## config.mk

```make
export PLATFORM = sky130hd
export DESIGN_NAME = mgmt_regdev
export DESIGN_NICKNAME = d
export VERILOG_FILES = /design/src/rtl/mgmt_pkg.sv /design/src/rtl/mgmt_frame_rx.sv /design/src/rtl/mgmt_addr_ptrs.sv /design/src/rtl/mgmt_reg_bank.sv /design/src/rtl/mgmt_regdev.sv
export SDC_FILE = /design/constraint.sdc
export NUM_CORES = 2
export LEC_CHECK = 0
export BUFFER_PORTS_ARGS = -buffer_cell sky130_fd_sc_hd__buf_2
export CORE_AREA = 10 10 220 379
export CTS_CLUSTER_SIZE = 25
export DETAILED_ROUTE_END_ITERATION = 7
export DIE_AREA = 0 0 230 389
export PLACE_DENSITY = 0.71
export SLEW_MARGIN = 5
export SYNTH_ARGS = -nofsm -noshare
export SYNTH_HDL_FRONTEND = slang
export SYNTH_SLANG_ARGS = --single-unit
```

## constraint.sdc

```tcl
create_clock -name mdc -period 2.9 [get_ports mdc]
set_input_delay 0.145 -clock mdc [delete_from_list [all_inputs] [get_ports mdc]]
set_output_delay 0.145 -clock mdc [all_outputs]
set_load 0.01 [all_outputs]
```

## src/rtl/mgmt_pkg.sv

```systemverilog
package mgmt_pkg;
  localparam int WORD_W = 16;
  localparam int DEV_W  = 5;
  localparam int PORT_W = 5;
  localparam int FRAME_BITS = 32;

  typedef enum logic [1:0] {
    OP_ADDR  = 2'b00,
    OP_WRITE = 2'b01,
    OP_RDINC = 2'b10,
    OP_READ  = 2'b11
  } mop_e;
endpackage

```

## src/rtl/mgmt_frame_rx.sv

```systemverilog
module mgmt_frame_rx
  import mgmt_pkg::*;
#(
  parameter int PRE_LEN = 32
) (
  input  logic              clk,
  input  logic              rst_n,
  input  logic              md_in,
  input  logic [PORT_W-1:0] my_port,
  input  logic [WORD_W-1:0] rdata,
  output logic [DEV_W-1:0]  cur_dev,
  output logic              ptr_load,
  output logic              ptr_inc,
  output logic              reg_we,
  output logic [WORD_W-1:0] wdata,
  output logic              md_out,
  output logic              md_oe
);
  localparam int ONES_W = $clog2(PRE_LEN + 1);
  localparam int HDR_W  = 2 + PORT_W + DEV_W;

  logic [ONES_W-1:0] ones_q;
  logic              in_frame_q;
  logic [4:0]        bit_q;
  logic [HDR_W-1:0]  hdr_q;
  logic [WORD_W-1:0] dsr_q, tx_q;
  logic              sel_q, drv_q, out_q;
  mop_e              op_q;
  logic [DEV_W-1:0]  dev_q;

  logic              pre_ok, last_bit, is_rd;
  logic [HDR_W-1:0]  hdr_nx;

  assign pre_ok   = (ones_q == ONES_W'(PRE_LEN));
  assign hdr_nx   = {hdr_q[HDR_W-2:0], md_in};
  assign wdata    = {dsr_q[WORD_W-2:0], md_in};
  assign last_bit = in_frame_q && (bit_q == 5'd31);
  assign is_rd    = (op_q == OP_READ) || (op_q == OP_RDINC);

  always_ff @(posedge clk or negedge rst_n) begin
    if (!rst_n) begin
      ones_q     <= '0;
      in_frame_q <= 1'b0;
      bit_q      <= '0;
      hdr_q      <= '0;
      dsr_q      <= '0;
      tx_q       <= '0;
      sel_q      <= 1'b0;
      drv_q      <= 1'b0;
      out_q      <= 1'b0;
      op_q       <= OP_ADDR;
      dev_q      <= '0;
    end else if (!in_frame_q) begin
      if (md_in) begin
        if (!pre_ok) ones_q <= ones_q + 1'b1;
      end else if (pre_ok) begin
        in_frame_q <= 1'b1;
        bit_q      <= 5'd1;
        ones_q     <= '0;
        sel_q      <= 1'b0;
      end else begin
        ones_q <= '0;
      end
    end else begin
      bit_q <= bit_q + 1'b1;
      if (bit_q == 5'd1 && md_in) begin
        in_frame_q <= 1'b0;
        ones_q     <= ONES_W'(1);
      end
      if (bit_q >= 5'd2 && bit_q <= 5'd13) hdr_q <= hdr_nx;
      if (bit_q == 5'd13) begin
        op_q  <= mop_e'(hdr_nx[HDR_W-1 -: 2]);
        sel_q <= (hdr_nx[DEV_W +: PORT_W] == my_port);
        dev_q <= hdr_nx[DEV_W-1:0];
      end
      if (bit_q >= 5'd16) dsr_q <= wdata;
      if (bit_q == 5'd14 && sel_q && is_rd) begin
        drv_q <= 1'b1;
        out_q <= 1'b0;
        tx_q  <= rdata;
      end
      if (bit_q >= 5'd15 && drv_q) begin
        out_q <= tx_q[WORD_W-1];
        tx_q  <= {tx_q[WORD_W-2:0], 1'b0};
      end
      if (bit_q == 5'd31) begin
        in_frame_q <= 1'b0;
        drv_q      <= 1'b0;
        out_q      <= 1'b0;
      end
    end
  end

  assign cur_dev  = dev_q;
  assign ptr_load = last_bit && sel_q && (op_q == OP_ADDR);
  assign reg_we   = last_bit && sel_q && (op_q == OP_WRITE);
  assign ptr_inc  = last_bit && sel_q && (op_q == OP_RDINC);
  assign md_out   = out_q;
  assign md_oe    = drv_q;

  assert_pre_gate_R1: assert property (@(posedge clk) disable iff (!rst_n)
    (!in_frame_q && !pre_ok) |=> !in_frame_q);
  assert_drive_sel_R3: assert property (@(posedge clk) disable iff (!rst_n)
    drv_q |-> (sel_q && in_frame_q));
  assert_ta_zero_R4: assert property (@(posedge clk) disable iff (!rst_n)
    $rose(drv_q) |-> (out_q == 1'b0 && bit_q == 5'd15));
  assert_release_R4: assert property (@(posedge clk) disable iff (!rst_n)
    last_bit |=> !drv_q);
endmodule

```

## src/rtl/mgmt_addr_ptrs.sv

```systemverilog
module mgmt_addr_ptrs
  import mgmt_pkg::*;
(
  input  logic              clk,
  input  logic              rst_n,
  input  logic [DEV_W-1:0]  dev,
  input  logic              load,
  input  logic              inc,
  input  logic [WORD_W-1:0] load_val,
  output logic [WORD_W-1:0] ptr
);
  localparam int N_DEV = 1 << DEV_W;

  logic [WORD_W-1:0] ptr_q [N_DEV];

  for (genvar g = 0; g < N_DEV; g++) begin : g_ptr
    always_ff @(posedge clk or negedge rst_n) begin
      if (!rst_n)                         ptr_q[g] <= '0;
      else if (load && dev == DEV_W'(g))  ptr_q[g] <= load_val;
      else if (inc && dev == DEV_W'(g))   ptr_q[g] <= ptr_q[g] + 1'b1;
    end
  end

  assign ptr = ptr_q[dev];

  assert_inc_step_R6: assert property (@(posedge clk) disable iff (!rst_n)
    inc |=> (ptr == $past(ptr) + 16'd1));
endmodule

```

## src/rtl/mgmt_reg_bank.sv

```systemverilog
module mgmt_reg_bank
  import mgmt_pkg::*;
#(
  parameter int                IDX_W      = 3,
  parameter int                RST_CYCLES = 8,
  parameter logic [WORD_W-1:0] ID_WORD    = 16'h2A5C,
  parameter logic [WORD_W-1:0] CTRL_RST   = 16'h1040,
  parameter logic [DEV_W-1:0]  MY_DEV     = 5'd1,
  parameter logic [WORD_W-1:0] VND_IDX    = 16'h8000,
  parameter logic [WORD_W-1:0] VND_WIN    = 16'h8001
) (
  input  logic              clk,
  input  logic              rst_n,
  input  logic [DEV_W-1:0]  dev,
  input  logic [WORD_W-1:0] addr,
  input  logic              we,
  input  logic [WORD_W-1:0] wdata,
  output logic [WORD_W-1:0] rdata
);
  localparam int NSC  = 1 << IDX_W;
  localparam int RC_W = $clog2(RST_CYCLES + 1);

  logic [WORD_W-2:0] ctrl_q;
  logic [IDX_W-1:0]  idx_q;
  logic              busy_q;
  logic [RC_W-1:0]   rcnt_q;
  logic [WORD_W-1:0] bank_w [NSC];

  logic mine, wr_ok, wr_ctrl, wr_idx, wr_win;
  assign mine    = (dev == MY_DEV);
  assign wr_ok   = we && mine && !busy_q;
  assign wr_ctrl = wr_ok && (addr == 16'h0000);
  assign wr_idx  = wr_ok && (addr == VND_IDX);
  assign wr_win  = wr_ok && (addr == VND_WIN);

  always_ff @(posedge clk or negedge rst_n) begin
    if (!rst_n) begin
      ctrl_q <= CTRL_RST[WORD_W-2:0];
      idx_q  <= '0;
      busy_q <= 1'b0;
      rcnt_q <= '0;
    end else if (busy_q) begin
      ctrl_q <= CTRL_RST[WORD_W-2:0];
      idx_q  <= '0;
      if (rcnt_q == '0) busy_q <= 1'b0;
      else              rcnt_q <= rcnt_q - 1'b1;
    end else begin
      if (wr_ctrl && wdata[WORD_W-1]) begin
        busy_q <= 1'b1;
        rcnt_q <= RC_W'(RST_CYCLES - 1);
        ctrl_q <= CTRL_RST[WORD_W-2:0];
        idx_q  <= '0;
      end else begin
        if (wr_ctrl) ctrl_q <= wdata[WORD_W-2:0];
        if (wr_idx)  idx_q  <= wdata[IDX_W-1:0];
      end
    end
  end

  for (genvar g = 0; g < NSC; g++) begin : g_sc
    logic [WORD_W-1:0] cell_q;
    always_ff @(posedge clk or negedge rst_n) begin
      if (!rst_n)                                       cell_q <= '0;
      else if (busy_q || (wr_ctrl && wdata[WORD_W-1])) cell_q <= '0;
      else if (wr_win && idx_q == IDX_W'(g))           cell_q <= wdata;
    end
    assign bank_w[g] = cell_q;
  end

  always_comb begin
    rdata = '0;
    if (mine) begin
      if (addr == 16'h0000)     rdata = {busy_q, ctrl_q};
      else if (addr == 16'h0001) rdata = ID_WORD;
      else if (addr == VND_IDX)  rdata = WORD_W'(idx_q);
      else if (addr == VND_WIN)  rdata = bank_w[idx_q];
    end
  end

  assert_unimpl_zero_R7: assert property (@(posedge clk) disable iff (!rst_n)
    !mine |-> (rdata == '0));
  assert_rst_ends_R10: assert property (@(posedge clk) disable iff (!rst_n)
    (busy_q && rcnt_q == '0) |=> !busy_q);
  assert_rst_defaults_R10: assert property (@(posedge clk) disable iff (!rst_n)
    $fell(busy_q) |-> (idx_q == '0 && ctrl_q == CTRL_RST[WORD_W-2:0]));
endmodule

```

## src/rtl/mgmt_regdev.sv

```systemverilog
module mgmt_regdev
  import mgmt_pkg::*;
#(
  parameter int                PRE_LEN    = 32,
  parameter int                IDX_W      = 3,
  parameter int                RST_CYCLES = 8,
  parameter logic [WORD_W-1:0] ID_WORD    = 16'h2A5C,
  parameter logic [WORD_W-1:0] CTRL_RST   = 16'h1040,
  parameter logic [DEV_W-1:0]  MY_DEV     = 5'd1,
  parameter logic [WORD_W-1:0] VND_IDX    = 16'h8000,
  parameter logic [WORD_W-1:0] VND_WIN    = 16'h8001
) (
  input  logic        mdc,
  input  logic        rst_n,
  input  logic [4:0]  my_port,
  input  logic        md_in,
  output logic        md_out,
  output logic        md_oe
);
  logic [DEV_W-1:0]  cur_dev;
  logic              ptr_load, ptr_inc, reg_we;
  logic [WORD_W-1:0] wdata, rdata, ptr;

  mgmt_frame_rx #(.PRE_LEN(PRE_LEN)) u_rx (
    .clk(mdc), .rst_n(rst_n), .md_in(md_in), .my_port(my_port),
    .rdata(rdata), .cur_dev(cur_dev), .ptr_load(ptr_load),
    .ptr_inc(ptr_inc), .reg_we(reg_we), .wdata(wdata),
    .md_out(md_out), .md_oe(md_oe)
  );

  mgmt_addr_ptrs u_ptrs (
    .clk(mdc), .rst_n(rst_n), .dev(cur_dev), .load(ptr_load),
    .inc(ptr_inc), .load_val(wdata), .ptr(ptr)
  );

  mgmt_reg_bank #(
    .IDX_W(IDX_W), .RST_CYCLES(RST_CYCLES), .ID_WORD(ID_WORD),
    .CTRL_RST(CTRL_RST), .MY_DEV(MY_DEV), .VND_IDX(VND_IDX), .VND_WIN(VND_WIN)
  ) u_bank (
    .clk(mdc), .rst_n(rst_n), .dev(cur_dev), .addr(ptr), .we(reg_we),
    .wdata(wdata), .rdata(rdata)
  );

  assert_no_write_on_read_R5: assert property (@(posedge mdc) disable iff (!rst_n)
    md_oe |-> !reg_we);
endmodule

```

==> summary.txt <==
Highest Signal Layer - met5
Worst slew pin tran - 844 ps
Leak - 20.5 nW
Hold/Removal Path Class - primary input to async pin
Simple-Gate Fraction of Synth Area - 0.157
Sink Count - 727
Clock Path Buffers - 3
Worst EP arrival - 3900 ps
Synth Instances - 4973
Post-synthesis xor/xnor area fraction - 0.00209
Setup TNS Final - -63460 ps
Nets - 5285
F_max - 299 MHz
Synth Area in Compound Gates - 0.291
Core box area - 0.0770 sq mm
Mux cell area share after synthesis - 0.0583
Synthesized-area fraction occupied by adder cells - 0.0122
Pin count of the biggest net entering global routing - 137
Fin. Hold Viols - 0
CP max FO - 23
CTS clock-pin slew for the worst setup and hold paths - 70 ps
Chip width - 230 um
WP data required - 3460 ps
Critical path class - flip-flop to flip-flop
Hpwl dp - 110000 um
Gr ovfl total - 0
Initial core utilization - 0.545
Post-route clock period utilization - 1.15
DR WL/cell - 26.1 um
Met2 WL post-DR - 78200 um
CP Buf/Inv Count - 4
Distinct cells, synth - 89
Slew headroom - 0.437
Syn_area_per_cell - 8.44 sq um
TritonCTS buffer count - 72
Port Buffer Count - 9
Worst Setup Start Kind - flip-flop
Placed Area - 0.0469 sq mm
Yosys warns - 0
Initial DRC count - 5763
DRC - 7
Synth Register Bits - 727
CTS tree - built
Fin worst setup slack - -444 ps
CP Cell Sequence - buf_12 > buf_16 > mux4_2 > a221o_1 > o22a_2 > a21oi_4 > and3_4 > a31o_4 > buf_6 > buf_12 > a21oi_1
Initial antenna violation count - 9
Final core utilization - 0.657
Levels on crit path - 11
Vias in the first global route - 42100
Register area share after synthesis - 0.433
Total power - 21.4 mW
Max_cap viols - 0
1st-pass router iterations - 8
Finished Cell Area - 0.0506 sq mm
CP delay by family, top - compound AO/OA/AOI/OAI gates
Post-synth EDFFs - 0
Pwr per Cell Area - 422 mW/mm^2
R2R depth - 11
RSZ-0062 raised after global routing - true
Max Clock Skew - 41.1 ps
Reg-to-reg startpoint - u_rx.cur_dev[0]$_DFFE_PN0P_
Clock Latency Late Sink - 700 ps
Mapped Nets - 5022
Final ANT Viol Nets - 0
Final WL - 165000 um
Slew Limit Fails - 0
Die Area - 0.0895 sq mm
Root buffer cell - clkbuf_16
Routed wl met3 - 14800 um
Largest family of logic cells by synthesized area - compound AO/OA/AOI/OAI gates
Met1 wire length - 54300 um
Kind of end point of the critical path - flip-flop
RD Place Congestion - 1.03
Via Count - 43500
Global-route wire length before repair - 249000 um
Worst path most repeated cell - buf_12
Hold slack - 40.5 ps
CP Launch Point - u_rx.cur_dev[0]$_DFFE_PN0P_
FP Rows - 135
Layout cells sized above 1 - 0.186
# setup viols final - 169
Mapped Area - 0.0420 sq mm
Ys async rst share - 1.00
IO Pins - 10
VDD IR max - 489 uV
Gr usage total - 0.359
Die H - 389 um
Via-to-Cell Ratio - 6.89
Status - finished, violations left
Synth-to-layout area growth - 20.5%
Most used DFF post-synth - dfrtp_1
Worst path slowest cell - mux4_2
H-Tree Depth - 3
Min Tclk post-route - 3340 ps
Failing checks - DRC, setup timing
Max incr delay on CP - 640 ps
sequential cells by signal, indices dropped and copies added (netlist names), 2 cells and up:
| signal | count |
|---|---|
| u_rx.bit_q | 5 |
| u_bank.ctrl_q | 15 |
| u_rx.ones_q | 6 |
| u_rx.op_q | 2 |
| u_bank.g_sc.cell_q | 128 |
| u_rx.hdr_q | 11 |
| u_bank.idx_q | 3 |
| u_bank.rcnt_q | 4 |
| u_ptrs.ptr_q | 512 |
| u_rx.dsr_q | 15 |
| u_rx.tx_q | 16 |
| u_rx.cur_dev | 5 |
cells in the mapped netlist, drive strengths merged (8+ instances only):
cell | count | area, sq um
nand2 | 419 | 1580
nor3 | 56 | 285
o21ai | 869 | 4350
mux4 | 64 | 1440
nand2b | 36 | 225
nor4 | 41 | 257
o31ai | 52 | 390
nand3 | 381 | 1920
mux2i | 52 | 521
a31oi | 65 | 407
a2111o | 8 | 90.1
a22o | 33 | 289
buf | 104 | 592
a211oi | 9 | 67.6
or2 | 41 | 257
nand4 | 66 | 434
a2111oi | 9 | 248
clkbuf | 252 | 946
a21oi | 1010 | 5060
o22a | 33 | 289
nor2 | 190 | 713
and4 | 8 | 70.1
a22oi | 8 | 60.1
or3 | 16 | 100
dfrtp | 725 | 18100
o41ai | 13 | 114
o21a | 9 | 67.6
mux2 | 43 | 484
ha | 41 | 513
inv | 102 | 385
nor2b | 8 | 50.1
and3 | 84 | 526
o22ai | 23 | 144
path summary, 6_finish.rpt:
kind / endpoint / slack (ps)
worst max-delay path: u_bank.g_sc[4].cell_q[4]$_DFFE_PN0P_ / -440
worst min-delay path: u_ptrs.ptr_q[22]$_DFFE_PN0P_ / 40
worst max register to register: u_bank.g_sc[4].cell_q[4]$_DFFE_PN0P_ / -440
worst min register to register: u_rx.tx_q[2]$_DFFE_PN0P_ / 510
max in group asynchronous: u_rx.op_q[1]$_DFFE_PN0P_ / 1910
min in group mdc: u_rx.sel_q$_DFFE_PN0P_ / 370
per-layer routing:
metal | up-vias | track usage
met2 | 2584 | 0.585
met4 | 8 | 0.328
met3 | 829 | 0.0785
li1 | 19000 | -
met1 | 21100 | 0.385
met5 | - | 0
per-stage QoR:
stage / setup WS, ps / instances
2_1_floorplan: -36.8 / 4973
3_3_place_gp: -584 / 6146
3_5_place_dp: -604 / 6146
4_1_cts: -359 / 6310
5_1_grt: -522 / 6316
6_report: -444 / 6320
placed cells by master, fill, tap and decap left out, types with 12 or more instances in the layout:
master / netlist / final
o21ai_1: 86 / 91
o21ai_0: 783 / 736
ha_1: 41 / 39
o21ai_2: 0 / 41
o22ai_1: 23 / 20
buf_4: 5 / 404
nand3_1: 380 / 364
mux4_2: 64 / 64
nor3_2: 1 / 16
a21oi_2: 2 / 25
nor2_1: 190 / 182
a21oi_1: 1008 / 984
a31oi_1: 65 / 65
nand2_1: 418 / 418
o31ai_1: 52 / 51
buf_6: 12 / 13
or2_2: 41 / 40
clkbuf_1: 252 / 16
a22o_1: 33 / 33
nand4_1: 64 / 64
buf_12: 0 / 98
o41ai_1: 13 / 12
mux2_2: 43 / 43
nand3_2: 0 / 14
dfrtp_1: 725 / 719
nand2b_1: 36 / 36
clkbuf_16: 0 / 78
mux2i_1: 52 / 50
and3_1: 84 / 82
o22a_1: 33 / 32
inv_1: 100 / 99
nor3_1: 55 / 40
nor4_1: 41 / 35
timing repair:
action | in CTS | in global routing
hold buffers | 5 | 0
buffers inserted | 23 | 5
hold endpoints to repair | 104 | 0
cloned | 9 | 2
endpoints found under the setup margin | 167 | 209
resized for setup | 113 | 92
pin swaps | 35 | 33
final cells by class:
cell class	instances	area (sq um)
antenna	4	10.0
inverter	103	403
clock buffer	103	2110
fill	6415	26400
tap	1027	1280
clock inverter	24	345
timing repair buffer	544	5620
multi-input combinational	3788	22600
sequential	727	18200
cells by family (layout without fill, tap and decap cells):
| group | after synthesis | count (layout) |
|---|---|---|
| buffers and inverters | 459 | 774 |
| DFF | 727 | 727 |
| muxes | 159 | 159 |
| AOI/OAI and AO/OA | 2209 | 2210 |
| adders and majority gates | 41 | 41 |
| xor gates and xnor gates | 10 | 10 |
| and+or+nand+nor | 1368 | 1368 |
| other | 0 | 4 |
power breakdown:
| part | total (mW) | internal (mW) | switching (mW) |
|---|---|---|---|
| combinational | 1.04 | 0.368 | 0.671 |
| clock | 10.1 | 5.79 | 4.35 |
| sequential | 10.2 | 10.2 | 0.0274 |
| total | 21.4 | 16.3 | 5.05 |
Power figures use the tool's default switching activity.
